**src/rtl/rgmii_rx_to_gmii.sv**
```systemverilog
module rgmii_rx_to_gmii (
  input  logic       rx_clk,
  input  logic       rst,
  input  logic [1:0] spd_sel,
  input  logic [3:0] rxd,
  input  logic       rx_ctl,
  output logic [7:0] gm_rxd,
  output logic       gm_rx_dv,
  output logic       gm_rx_er,
  output logic       gm_stb
);
  localparam int NW = 4;

  logic [NW-1:0] r_nib, f_nib, lo_nib;
  logic          r_ctl, f_ctl, ph, lo_er;
  logic          gig, nib_er;

  assign gig    = spd_sel[1];
  assign nib_er = r_ctl ^ f_ctl;

  always_ff @(posedge rx_clk) begin
    if (rst) begin
      r_nib <= '0;
      r_ctl <= 1'b0;
    end else begin
      r_nib <= rxd;
      r_ctl <= rx_ctl;
    end
  end

  always_ff @(negedge rx_clk) begin
    if (rst) begin
      f_nib <= '0;
      f_ctl <= 1'b0;
    end else begin
      f_nib <= rxd;
      f_ctl <= rx_ctl;
    end
  end

  always_ff @(posedge rx_clk) begin
    if (rst) begin
      gm_rxd   <= '0;
      gm_rx_dv <= 1'b0;
      gm_rx_er <= 1'b0;
      gm_stb   <= 1'b0;
      ph       <= 1'b0;
      lo_nib   <= '0;
      lo_er    <= 1'b0;
    end else if (gig) begin
      gm_rxd   <= {f_nib, r_nib};
      gm_rx_dv <= r_ctl;
      gm_rx_er <= nib_er;
      gm_stb   <= r_ctl;
      ph       <= 1'b0;
      lo_er    <= 1'b0;
    end else if (!r_ctl) begin
      gm_rx_dv <= 1'b0;
      gm_rx_er <= 1'b0;
      gm_stb   <= 1'b0;
      ph       <= 1'b0;
      lo_er    <= 1'b0;
    end else if (!ph) begin
      lo_nib   <= r_nib;
      lo_er    <= nib_er;
      ph       <= 1'b1;
      gm_stb   <= 1'b0;
      gm_rx_er <= gm_rx_er & gm_rx_dv;
    end else begin
      gm_rxd   <= {r_nib, lo_nib};
      gm_rx_dv <= 1'b1;
      gm_rx_er <= lo_er | nib_er;
      gm_stb   <= 1'b1;
      ph       <= 1'b0;
    end
  end
endmodule


```
**config.mk**
```make
export PLATFORM = sky130hd
export DESIGN_NAME = rgmii_rx_to_gmii
export DESIGN_NICKNAME = d
export VERILOG_FILES = /design/src/rtl/rgmii_rx_to_gmii.sv
export SDC_FILE = /design/constraint.sdc
export NUM_CORES = 1
export LEC_CHECK = 0
export ABC_CLOCK_PERIOD_IN_PS = 1900
export BUFFER_PORTS_ARGS = -buffer_cell sky130_fd_sc_hd__clkbuf_2
export CAP_MARGIN = 30
export CORE_MARGIN = 5
export CORE_UTILIZATION = 45
export DETAILED_ROUTE_END_ITERATION = 8
export PLACE_DENSITY = 0.69
export SKIP_CTS_REPAIR_TIMING = 1
export SYNTH_ARGS = -nofsm -noshare
export SYNTH_HDL_FRONTEND = slang
export SYNTH_SLANG_ARGS = --single-unit
```
**constraint.sdc**
```tcl
create_clock -name rx_clk -period 1.9 [get_ports rx_clk]
set_input_delay 0.19 -clock rx_clk [delete_from_list [all_inputs] [get_ports rx_clk]]
set_output_delay 0.19 -clock rx_clk [all_outputs]
set_load 0.1 [all_outputs]
```
Word level (Yosys, flattened, before mapping):

Cells that the tools add are included.

* flip-flop bits (word level): 27
* bits in latches: 0
* RAM bits: 0
* memory bits (read-only): 0
* bits of input ports: 9
* output and inout bits: 11
* word-level logic and storage cells: 38
* memories kept: 0

* add/subtract/negate cells: 0
* multipliers: 0
* divide/modulo/power cells: 0
* order comparisons: 0
* equality and inequality tests: 1
* shift-type cells: 0
* multiplexer cells: 15
* bitwise logic cells: 6
* reductions and logical operators: 5

Operators by type and width (number)
* $mux W8: 3
* $mux W1: 11
* $mux W4: 1
* $reduce_bool A2 Y1: 2
* $ne A3 B2 Y1 const B: 1
* $not A1 Y1: 3
* $reduce_and A3 Y1: 1
* $reduce_or A3 Y1: 1
* $reduce_and A2 Y1: 1
* $and A1 B1 Y1: 1
* $or A1 B1 Y1: 1
* $xor A1 B1 Y1: 1

Depth between registers and ports, before layout:

* depth after elaboration: 5
* depth in mapped cells: 4
* depth with buffers taken out: 3

==> results.sh <==
export IMPL_maxCapViolations=0
export IMPL_rows=16
export IMPL_grt_overflow=0
export IMPL_clkSinkCount=27
export IMPL_critical_path_startpoint_type="register"
export IMPL_grt_pass1_wl_um=3220
export IMPL_required_ns=2.16
export IMPL_postRouteAntennaNets=0
export IMPL_numCtsBuffers=3
export IMPL_status="completed"
export IMPL_wl_per_cell_um=11.5
export IMPL_root_buffer="clkbuf_4"
export IMPL_fin_tns_setup_ns=0
export IMPL_syn_inst=96
export IMPL_htree_levels=1
export IMPL_drc=0
export IMPL_diodes=0
export IMPL_drtPass1Iterations=4
export IMPL_die_w_um=56.4
export IMPL_numPortBuffers=18
export IMPL_hold_class="input port to register"
export IMPL_yosysSeqAreaShare_pct=55.9
export IMPL_syn_to_final_growth_pct=16.0
export IMPL_worstPathArrival_ns=1.96
export IMPL_dp_slack_ns=0.222
export IMPL_core_mm2=0.00200
export IMPL_syn_num_nets=105
export IMPL_clk_pin_slew_worst_paths_ns=0.14
export IMPL_vias=730
export IMPL_slew_violations=0
export IMPL_worstMarginPinSlew_ns=0.544
export IMPL_p_per_area_mw_per_mm2=950
export IMPL_grt_total_usage_pct=12.8
export IMPL_cts_tree="yes"
export IMPL_setup_viol=0
export IMPL_grt_pass1_vias=742
export IMPL_postLayoutSetupSlackWorst_ns=0.193
export IMPL_drive_above_1_share_pct=21.0
export IMPL_total_power_mw=1.07
export IMPL_grt_start_max_net_pins=24
export IMPL_clockBufferDepth=2
export IMPL_routed_via_density=5.00
export IMPL_n_fill_cell=207
export IMPL_setup_worst_path_end_class="register"
export IMPL_p_leak_nw=0.515
export IMPL_initial_core_util_pct=48.3
export IMPL_syn_area_per_cell_um2=10.1
export IMPL_yosysUniqueCellTypes=17
export IMPL_drt_iter0_drc=9
export IMPL_cp_max_fo=2
export IMPL_worstSetupPathType="register to register"
export IMPL_nets=129
export IMPL_hold_violations=0
export IMPL_dp_hpwl_um=1200
export IMPL_die_area_mm2=0.00318
export IMPL_worst_skew_pair_late_latency_ns=0.38
export IMPL_ys_ff_latch=27
export IMPL_grt_antenna_before_repair=0
export IMPL_gp_congestion=0.705
export IMPL_ir_drop_mv=0.624
export IMPL_rsz0062_at_grt="false"
export IMPL_netlist_area_um2=967
export IMPL_ys_warnings_count=0
export IMPL_fin_skew_ns=0.0585
export IMPL_io_pins=20
export IMPL_routed_wl_um=1680
export IMPL_fp_dieH_um=56.4
export IMPL_slew_headroom_pct=63.9
## cell type report
type	count	area, um^2	area share [%]
Timing Repair Buffer	21	113	10.0
Tap cell	27	33.8	3.01
Sequential cell	27	541	48.2
Multi-Input combinational cell	61	387	34.4
Inverter	1	3.75	0.334
Clock inverter	5	18.8	1.67
Clock buffer	4	26.3	2.34
## report_power, final
group / internal [mW] / total, mW / switching (mW)
registers: 0.594 / 0.609 / 0.0142
clock network: 0.0958 / 0.277 / 0.181
logic: 0.0422 / 0.180 / 0.138
## layer usage
layer	up-vias	track usage [%]	routed length [um]
li1	382	-	-
met1	329	14.3	762
met2	15	22.4	799
met3	4	4.82	101
met4	0	4.07	21
met5	-	0	0
## Yosys cell counts
cell type   n  area (um^2)
dfxtp_1    27          541
nor2b_1    13         81.3
nor3_1     11         55.1
a211oi_1    9         67.6
and3_1      8         50.1
nor2_1      8         30.0
mux2i_1     4         40.0
clkbuf_1    3         11.3
a21o_1      2         15.0
a21oi_1     2         10.0
buf_2       2         10.0
inv_1       2         7.51
buf_6       1         11.3
nand2_1     1         3.75
nand2b_1    1         6.26
nor3b_4     1         18.8
xnor2_1     1         8.76
## worst max-delay path, stage by stage (launching register included)
cell and delay [ns]:
dfxtp_1 0.31, xnor2_1 0.12, a211oi_1 0.21
## worst paths after layout
kind / start / endpoint / slack, ns / cells past startpoint
setup reg to reg: f_ctl$_DFF_N_ / gm_rx_er$_SDFF_PP0_ / 0.19 / 2
setup / recovery: f_ctl$_DFF_N_ / gm_rx_er$_SDFF_PP0_ / 0.19 / 2
hold / removal: rxd[1] / r_nib[1]$_DFF_P_ / 0.09 / 2
hold reg to reg: lo_nib[1]$_SDFFE_PP0P_ / lo_nib[1]$_SDFFE_PP0P_ / 0.50 / 2
## state kept, by name, indices dropped and copies added, names as in the netlist, 4 cells and up
register	cells
f_nib	4
lo_nib	4
gm_rxd	8
r_nib	4
## placed cells by master (no fill, tap or decap)
| cell | n |
|---|---|
| a21o_1 | 2 |
| nor2_1 | 8 |
| a21oi_1 | 2 |
| nand2_1 | 1 |
| nor3b_4 | 1 |
| inv_1 | 6 |
| clkbuf_4 | 3 |
| clkbuf_1 | 1 |
| buf_4 | 3 |
| nor2b_1 | 13 |
| mux2i_1 | 4 |
| and3_1 | 8 |
| a211oi_1 | 9 |
| dfxtp_1 | 27 |
| xnor2_1 | 1 |
| nand2b_1 | 1 |
| clkbuf_2 | 18 |
| nor3_1 | 11 |
## through the flow
| stage | hold WS, ns | area [um^2] | cells | util (%) |
|---|---|---|---|---|
| 5_1_grt | 0.0701 | 1120 | 146 | 56.1 |
| 2_1_floorplan | 0.347 | 967 | 96 | - |
| 3_3_place_gp | 0.433 | 1080 | 138 | 54.0 |
| 3_5_place_dp | 0.443 | 1080 | 138 | 54.0 |
| 6_report | 0.0931 | 1120 | 146 | 56.1 |
| 4_1_cts | 0.0878 | 1120 | 146 | 56.1 |
## cells by family after synthesis
logic type,count (synthesis),synth area share (%)
muxes,4,4.14
xor gates and xnor gates,1,0.906
DFF,27,55.9
buffers and inverters,8,4.14
and+or+nand+nor,43,25.4
AOI/OAI and AO/OA,13,9.57
Note: power is estimated with default switching activity, not from simulation.
